**src/rtl/aprog_pkg.sv**
```systemverilog
package aprog_pkg;
    localparam int ADDR_W   = 7;
    localparam int DATA_W   = 8;
    localparam int BANK_BIT = 3;

    localparam logic [ADDR_W-1:0] BCAST_ADDR    = 7'h30;
    localparam logic [DATA_W-1:0] UNLOCK_CODE   = 8'hAA;
    localparam logic [DATA_W-1:0] REG_SLAVE     = 8'h11;
    localparam logic [DATA_W-1:0] REG_SOFT_RST  = 8'h1A;
    localparam int                SOFT_RST_BIT  = 7;
    localparam int                MODE_BIT      = 7;

    typedef enum logic [0:0] {
        ST_IDLE  = 1'b0,
        ST_ARMED = 1'b1
    } aprog_state_e;

    typedef struct packed {
        aprog_state_e       st;
        logic [ADDR_W-1:0]  base;
        logic [ADDR_W-1:0]  prev;
        logic [ADDR_W-1:0]  temp;
        logic               auto_m;
        logic               chain;
        logic               ack;
        logic               we;
        logic [DATA_W-1:0]  wdata;
    } aprog_regs_t;

    function automatic logic [ADDR_W-1:0] force_bank(input logic [ADDR_W-1:0] a,
                                                     input logic pin);
        logic [ADDR_W-1:0] r;
        r = a;
        r[BANK_BIT] = pin;
        return r;
    endfunction
endpackage

```
**src/rtl/aprog_addr_sel.sv**
```systemverilog
module aprog_addr_sel
    import aprog_pkg::*;
(
    input  logic              armed,
    input  logic [ADDR_W-1:0] base,
    input  logic [ADDR_W-1:0] temp,
    input  logic              bank_pin,
    input  logic [ADDR_W-1:0] wr_addr,
    output logic [ADDR_W-1:0] ans_addr,
    output logic              hit_me,
    output logic              hit_bc
);
    logic [ADDR_W-1:0] active;

    always_comb begin
        active   = armed ? temp : base;
        ans_addr = force_bank(active, bank_pin);
        hit_me   = (wr_addr == ans_addr);
        hit_bc   = (wr_addr == BCAST_ADDR);
    end
endmodule

```
**src/rtl/aprog_timer.sv**
```systemverilog
module aprog_timer #(
    parameter int TIMEOUT_TICKS = 100000
) (
    input  logic clk,
    input  logic rst_n,
    input  logic clear,
    input  logic run,
    input  logic tick,
    output logic expire
);
    localparam int CNT_W = $clog2(TIMEOUT_TICKS + 1);
    localparam logic [CNT_W-1:0] LAST = CNT_W'(TIMEOUT_TICKS - 1);

    logic [CNT_W-1:0] cnt_d, cnt_q;

    always_comb begin
        expire = run && tick && (cnt_q == LAST);
        cnt_d  = cnt_q;
        if (!rst_n || clear) begin
            cnt_d = '0;
        end else if (run && tick && !expire) begin
            cnt_d = cnt_q + 1'b1;
        end
    end

    always_ff @(posedge clk) begin
        cnt_q <= cnt_d;
    end
endmodule

```
**src/rtl/aprog_ctrl.sv**
```systemverilog
module aprog_ctrl
    import aprog_pkg::*;
#(
    parameter int TIMEOUT_TICKS = 100000
) (
    input  logic              clk,
    input  logic              rst_n,
    input  logic              tick,
    input  logic              wr_valid,
    input  logic [ADDR_W-1:0] wr_addr,
    input  logic [DATA_W-1:0] wr_reg,
    input  logic [DATA_W-1:0] wr_data,
    input  logic              chain_in,
    input  logic              bank_pin,
    input  logic [ADDR_W-1:0] nv_addr,
    input  logic              nv_auto,
    output logic              chain_out,
    output logic [ADDR_W-1:0] dev_addr,
    output logic              auto_mode,
    output logic              wr_ack,
    output logic              nv_we,
    output logic [DATA_W-1:0] nv_wdata
);
    aprog_regs_t r_d, r_q;

    logic              armed;
    logic [ADDR_W-1:0] ans_addr;
    logic              hit_me, hit_bc;
    logic              expire;
    logic              arm_req, accept, soft_rst, arm_go;
    logic [ADDR_W-1:0] new_addr;

    assign armed = (r_q.st == ST_ARMED);

    aprog_addr_sel u_sel (
        .armed    (armed),
        .base     (r_q.base),
        .temp     (r_q.temp),
        .bank_pin (bank_pin),
        .wr_addr  (wr_addr),
        .ans_addr (ans_addr),
        .hit_me   (hit_me),
        .hit_bc   (hit_bc)
    );

    aprog_timer #(.TIMEOUT_TICKS(TIMEOUT_TICKS)) u_tmr (
        .clk    (clk),
        .rst_n  (rst_n),
        .clear  (arm_go),
        .run    (armed),
        .tick   (tick),
        .expire (expire)
    );

    always_comb begin
        arm_req  = wr_valid && hit_bc && (wr_reg == UNLOCK_CODE)
                   && (wr_data[ADDR_W-1:0] != BCAST_ADDR);
        accept   = wr_valid && armed && hit_me && (wr_reg == REG_SLAVE) && chain_in;
        soft_rst = wr_valid && (hit_me || hit_bc) && (wr_reg == REG_SOFT_RST)
                   && wr_data[SOFT_RST_BIT];
        new_addr = force_bank(wr_data[ADDR_W-1:0], bank_pin);
        arm_go   = 1'b0;

        r_d      = r_q;
        r_d.ack  = 1'b0;
        r_d.we   = 1'b0;

        if (!rst_n) begin
            r_d.st     = ST_IDLE;
            r_d.base   = nv_addr;
            r_d.prev   = nv_addr;
            r_d.temp   = '0;
            r_d.auto_m = nv_auto;
            r_d.chain  = 1'b1;
            r_d.wdata  = '0;
        end else begin
            if (wr_valid) begin
                r_d.ack = hit_bc || hit_me;
            end
            if (armed) begin
                if (accept) begin
                    r_d.st    = ST_IDLE;
                    r_d.base  = new_addr;
                    r_d.chain = 1'b1;
                    r_d.we    = 1'b1;
                    r_d.wdata = {wr_data[MODE_BIT], new_addr};
                end else if (expire) begin
                    r_d.st    = ST_IDLE;
                    r_d.base  = r_q.prev;
                    r_d.chain = 1'b1;
                end
            end else if (arm_req) begin
                arm_go    = 1'b1;
                r_d.st    = ST_ARMED;
                r_d.prev  = r_q.base;
                r_d.temp  = wr_data[ADDR_W-1:0];
                r_d.chain = 1'b0;
            end
            if (soft_rst) begin
                r_d.auto_m = nv_auto;
            end
        end
    end

    always_ff @(posedge clk) begin
        r_q <= r_d;
    end

    assign chain_out = r_q.chain;
    assign dev_addr  = ans_addr;
    assign auto_mode = r_q.auto_m;
    assign wr_ack    = r_q.ack;
    assign nv_we     = r_q.we;
    assign nv_wdata  = r_q.wdata;
endmodule

```
**config.mk**
```make
export PLATFORM = sky130hd
export DESIGN_NAME = aprog_ctrl
export DESIGN_NICKNAME = d
export VERILOG_FILES = /design/src/rtl/aprog_pkg.sv /design/src/rtl/aprog_addr_sel.sv /design/src/rtl/aprog_timer.sv /design/src/rtl/aprog_ctrl.sv
export SDC_FILE = /design/constraint.sdc
export NUM_CORES = 1
export LEC_CHECK = 0
export BUFFER_PORTS_ARGS = -buffer_cell sky130_fd_sc_hd__buf_2
export CAP_MARGIN = 20
export CORE_ASPECT_RATIO = 0.75
export CORE_MARGIN = 2
export CORE_UTILIZATION = 55
export DETAILED_ROUTE_END_ITERATION = 6
export PLACE_DENSITY = 0.86
export SLEW_MARGIN = 30
export SYNTH_ARGS = -nofsm -noshare
export SYNTH_HDL_FRONTEND = slang
export SYNTH_HIERARCHICAL = 1
export SYNTH_SLANG_ARGS = --single-unit
```
**constraint.sdc**
```tcl
create_clock -name clk -period 3.3 [get_ports clk]
set_input_delay 0.165 -clock clk [delete_from_list [all_inputs] [get_ports clk]]
set_output_delay 0.165 -clock clk [all_outputs]
set_load 0.1 [all_outputs]
```
Word-level counts from Yosys, hierarchy flattened
Index checks and enable logic that the tools add are counted.

word-level totals
  flip-flop bits (word level) = 51
  bits of input ports = 37
  output and inout bits = 19
  word-level logic and storage cells = 67

cells by class
  add/sub/neg operators = 1
  equal/unequal tests = 13
  muxes and demuxes = 17
  bitwise gates (word level) = 1
  reduce and logical (&&, ||, !) cells = 25

operators with widths
  operator                 number
  $mux W14                 2
  $mux W23                 1
  $add A17 B1 Y17 const B  1
  $eq A17 B17 Y1 const B   1
  $eq A8 B5 Y1 const B     2
  $mux W8                  2
  $mux W7                  2
  $reduce_and A2 Y1        7
  $logic_and A1 B1 Y1      13
  $mux W1                  9
  $mux W9                  1
  $eq A8 B8 Y1 const B     1
  $eq A7 B6 Y1 const B     1
  $eq A7 B7 Y1             1
  $ne A7 B6 Y1 const B     1
  $ne A2 B1 Y1 const B     3
  $ne A3 B1 Y1 const B     2
  $logic_not A1 Y1         2
  $logic_or A1 B1 Y1       2
  $ne A2 B2 Y1 const B     1
  $reduce_bool A2 Y1       1
  $not A1 Y1               1

Logic depth before layout (Yosys ltp)
  depth after elaboration = 8
  mapped depth = 10
  gate-level depth less buffers = 9

Hierarchy
Netlist, hierarchy kept.

modules (own cells, without submodules)
  module          times used  cells an instance  area an instance (um^2)  seq. area each (um^2)
  aprog_ctrl      1           173                1591.5                   830.8
  aprog_timer     1           113                965.9                    340.3
  aprog_addr_sel  1           19                 202.7                    0.0

Worst setup path after synthesis
Ideal clock, no wire load.

  kind = reg2reg
  from = reg r_q, in the netlist armed
  to = reg r_q[26] (netlist name), enable pin
  setup time = 0.331 ns
  arrival = 2.538 ns
  data required time = 2.969 ns
  setup slack = 0.431 ns
  cell stages (with the launch flop) = 9
  path buffers = 2
  clock period less this slack = 2.869 ns
  cells stage by stage = dfxtp_1 > buf_6 > mux2_2 > xor2_1 > nor4_2 > and4b_1 > nand3_1 > clkbuf_1 > nand3_1

on the way
  word-level cells in the longest chain between the ends = 7
  elaborated cells on any way between the ends = 11
  classes of those cells = eq/ne (3); mux (1); reduce/logical (7)

ends and longest elaborated chain
  item                               RTL line              source
  from (decl)                        aprog_ctrl.sv:24      aprog_regs_t r_d, r_q;
  from (signal assigned)             aprog_ctrl.sv:106     r_q <= r_d;
  $mux W7                            aprog_addr_sel.sv:16  active = armed ? temp : base;
  net dev_addr[4]                    aprog_ctrl.sv:18      output logic [ADDR_W-1:0] dev_addr,
  $eq A7 B7 Y1                       aprog_addr_sel.sv:18  hit_me = (wr_addr == ans_addr);
  net hit_me                         aprog_ctrl.sv:28      logic hit_me, hit_bc;
  $logic_and A1 B1 Y1 (3 in series)  aprog_ctrl.sv:58      accept = wr_valid && armed && hit_me && (wr_reg == REG_SLAVE) && chain_in;
  $ne A3 B1 Y1 (no line)             --
  $reduce_and A2 Y1 (no line)        --

The timed path passes the listed nets, and every way through them passes these cells.
A chain may end at the register's enable or synchronous reset.

==> results <==
- The flow ran to the end, and the final reports show no timing, DRC or antenna violations.
- The via count of the first global-routing pass is 2,106.
- The type of destination of the critical path is a register.
- The effective utilization at floorplan is 58.00%.
- The placement-stage cell area is 0.002851 mm^2.
- The number of input and output port buffers inserted is 54.
- The final RePlAce weighted congestion is 0.8542.
- The net count after synthesis is 331.
- Detailed placement finished with a half-perimeter wire length of 4.542 mm.
- The tightest hold path in the finished design has a slack of 0.03344 ns.
- The detailed-route wire length is 6.318 mm.
- In this run the remaining antenna-violating nets after routing total 0.
- The post-route non-filler standard cell count is 390.
- Data on the critical path is required at its endpoint by 3.46 ns.
- In the global route stage, met3 resource usage came out at 5.814%.
- In the synthesized netlist, the number of instances is 293.
- Adding up every negative setup slack in the final design gives 0 ns.
- The global routing's busiest layer is met1.
- The H-tree was split into 2 levels.
- The final-report max-slew violation count is 0.
- The number of DRC markers after the initial detailed-route iteration is 253.
- Before CTS, the worst setup slack after placement is 0.6047 ns.
- In this run the worst hold path is classified as input port to register.
- CTS placed an instance of sky130_fd_sc_hd__clkbuf_8 at the clock tree root.
- The total of hold buffers inserted after clock tree synthesis is 0.
- The chip width is 83.95 um.
- The filler cell count in the final layout is 398.
- In this run the worst path has a maximum fanout of 12.
- The number of buffers inserted by post-CTS setup repair is 0.
- Compared with the post-synthesis result, the final layout area differs by 11.20%.
- The worst reg-to-reg setup slack is 0.50 ns.
- The area inside the core boundary is 0.004546 mm^2.
- The count of standard-cell rows is 21.
- The type of element launching the critical path is a register.
- Global routing used 34.50% of the available met2 tracks.
- The number of design rule violations left after detail routing is 0.
- The tool flagged a number of max-cap violations equal to 0.
- Along the worst hold path, the cell count comes to 1.
- The die covers 0.005369 mm^2.
- Of the available clock period, the critical path in the final layout requires 84.81%.
- In this run, CTS created clock tree buffers numbering 5.
- After global routing the overflow that remains totals 0.
- The repair_antennas step left the layout with diodes totalling 0.
- The maximum clock skew at final layout is 0.004423 ns.
- The first global-routing pass estimated 10.23 mm of wire.
- The setup path with the least slack is of type register to register.
- The total of warnings raised by yosys is 6.
- The first detailed-routing pass took 5 iterations.
- The worst-case IR drop observed on VDD is 0.0002810 V.
- Once the clock tree was built, the resizer swapped 0 gates to a different size.
- Power spread over the standard cell area amounts to 384.7 mW/mm^2.
- The global-route met1 utilization is 35.40%.
- The detailed router placed 2,399 vias in this run.
- The final setup violation count is 0.
- During I/O placement, the number of pins put on the boundary was 56.
- In this run the static leakage power is 1.085 nW.
- A synthesized cell averages 8.998 um^2.
- The initial antenna violation count is 0.
- In this run, placement finished with an instance count of 382.
- The maximum frequency from static timing analysis is 357.3 MHz.
- The clock edge transition at the registers on the reported setup and hold paths is 0.08 ns.
- CTS saw 48 sinks.
- The routed wirelength normalized by instance count is 16.20 um.
- Entering global routing, the biggest net connects 34 pins.
- The finished cells cover 0.002932 mm^2.
- Setup repair after global routing left no endpoint under its margin.
- The clock tree from TritonCTS is built.
- Measured in cells, the most critical reg-to-reg path has a length of 7.
- The worst-margin pin slew is 0.6771 ns.
- The share of cells above drive strength 1 is 24.02%.
- For this run, the total global-route usage over all layers was measured as 24.22%.
- The cell area that synthesis handed to floorplanning was 0.002636 mm^2.
- For the worst setup path, the data arrival time is 2.95 ns.
- The detailed-route vias per instance is 6.151.
- For this run, the post-layout net count is 370.
- At the later pin of the worst-skew pair, clock insertion delay measures 0.31 ns.
- The count of final hold-check violations was 0.
- From bottom edge to top edge, the die measures 63.96 um.
- The post-route minimum period is 2.799 ns.
- Counting along the longest clock path gives a buffer depth of 2.
- The worst setup slack after layout is 0.5014 ns.
- The relative slew slack is 54.77%.
==> registers in the layout, summed over array words and instances (netlist names) <==
signal / cells
nv_wdata: 8
chain_out: 1
wr_ack: 1
armed: 1
nv_we: 1
r_q: 18
auto_mode: 1
u_tmr/cnt_q: 17
==> metal layers <==
layer / wire length [um] / share of wire (%) / up-vias
met5: 0 / 0 / -
met1: 3060 / 48 / 1113
met3: 565 / 8.9 / 9
met2: 2598 / 41 / 125
li1: - / - / 1152
met4: 93 / 1.5 / 0
==> power by group <==
group          leakage [nW]  internal, mW  switching (mW)  total (mW)
Combinational         0.638        0.0445           0.112       0.157
Clock                0.0395         0.151           0.194       0.345
Sequential            0.408         0.619         0.00692       0.626
==> cell usage in the layout, fill, tap and decap left out, types with 3 or more instances in the layout <==
cell type and instances:
sky130_fd_sc_hd__nand3_1 19, sky130_fd_sc_hd__nand4bb_1 4, sky130_fd_sc_hd__inv_1 9, sky130_fd_sc_hd__o21ai_1 13
sky130_fd_sc_hd__nor3_1 6, sky130_fd_sc_hd__mux2_4 5, sky130_fd_sc_hd__nand2_1 31, sky130_fd_sc_hd__xnor2_1 8
sky130_fd_sc_hd__edfxtp_1 13, sky130_fd_sc_hd__nor4_1 4, sky130_fd_sc_hd__nand4_1 13, sky130_fd_sc_hd__buf_4 4
sky130_fd_sc_hd__o31ai_1 5, sky130_fd_sc_hd__clkbuf_8 5, sky130_fd_sc_hd__buf_2 54, sky130_fd_sc_hd__nor2_1 14
sky130_fd_sc_hd__a21oi_1 22, sky130_fd_sc_hd__and3_1 3, sky130_fd_sc_hd__o211ai_1 4, sky130_fd_sc_hd__o21ai_0 4
sky130_fd_sc_hd__clkbuf_1 3, sky130_fd_sc_hd__dfxtp_1 35, sky130_fd_sc_hd__xor2_1 3, sky130_fd_sc_hd__or4_1 5
sky130_fd_sc_hd__a31oi_1 8
==> final cells by class <==
type | count | area (um^2) | area share (%)
multi-input cells | 209 | 1351 | 46.09
repair buffers | 58 | 300.3 | 10.24
well taps | 57 | 71.32 | 2.433
clock buffers | 8 | 80.08 | 2.732
flip-flops and latches | 48 | 1091 | 37.22
inverters | 10 | 37.54 | 1.280
==> final timing paths <==
kind,from,endpoint
setup / recovery,armed,r_q[32]
hold / removal,nv_auto,auto_mode
setup reg to reg,armed,r_q[32]
hold reg to reg,nv_wdata[7],nv_wdata[7]
==> critical path, cell delays in order (launching register included) <==
cell and delay [ns]:
sky130_fd_sc_hd__dfxtp_1 0.69, sky130_fd_sc_hd__mux2_2 0.44, sky130_fd_sc_hd__xor2_1 0.16, sky130_fd_sc_hd__nor4_2 0.33, sky130_fd_sc_hd__nand4b_1 0.24, sky130_fd_sc_hd__nor3_4 0.41, sky130_fd_sc_hd__nand2_1 0.16, sky130_fd_sc_hd__a31oi_1 0.20
==> metrics by stage <==
stage	utilization (%)	power (mW)
after floorplan	-	0.7482
after global placement	62.73	0.7903
after detailed placement	62.73	0.7947
after CTS	64.49	1.131
after global routing	64.49	1.168
final	64.49	1.128
Power figures use the tool's default switching activity.
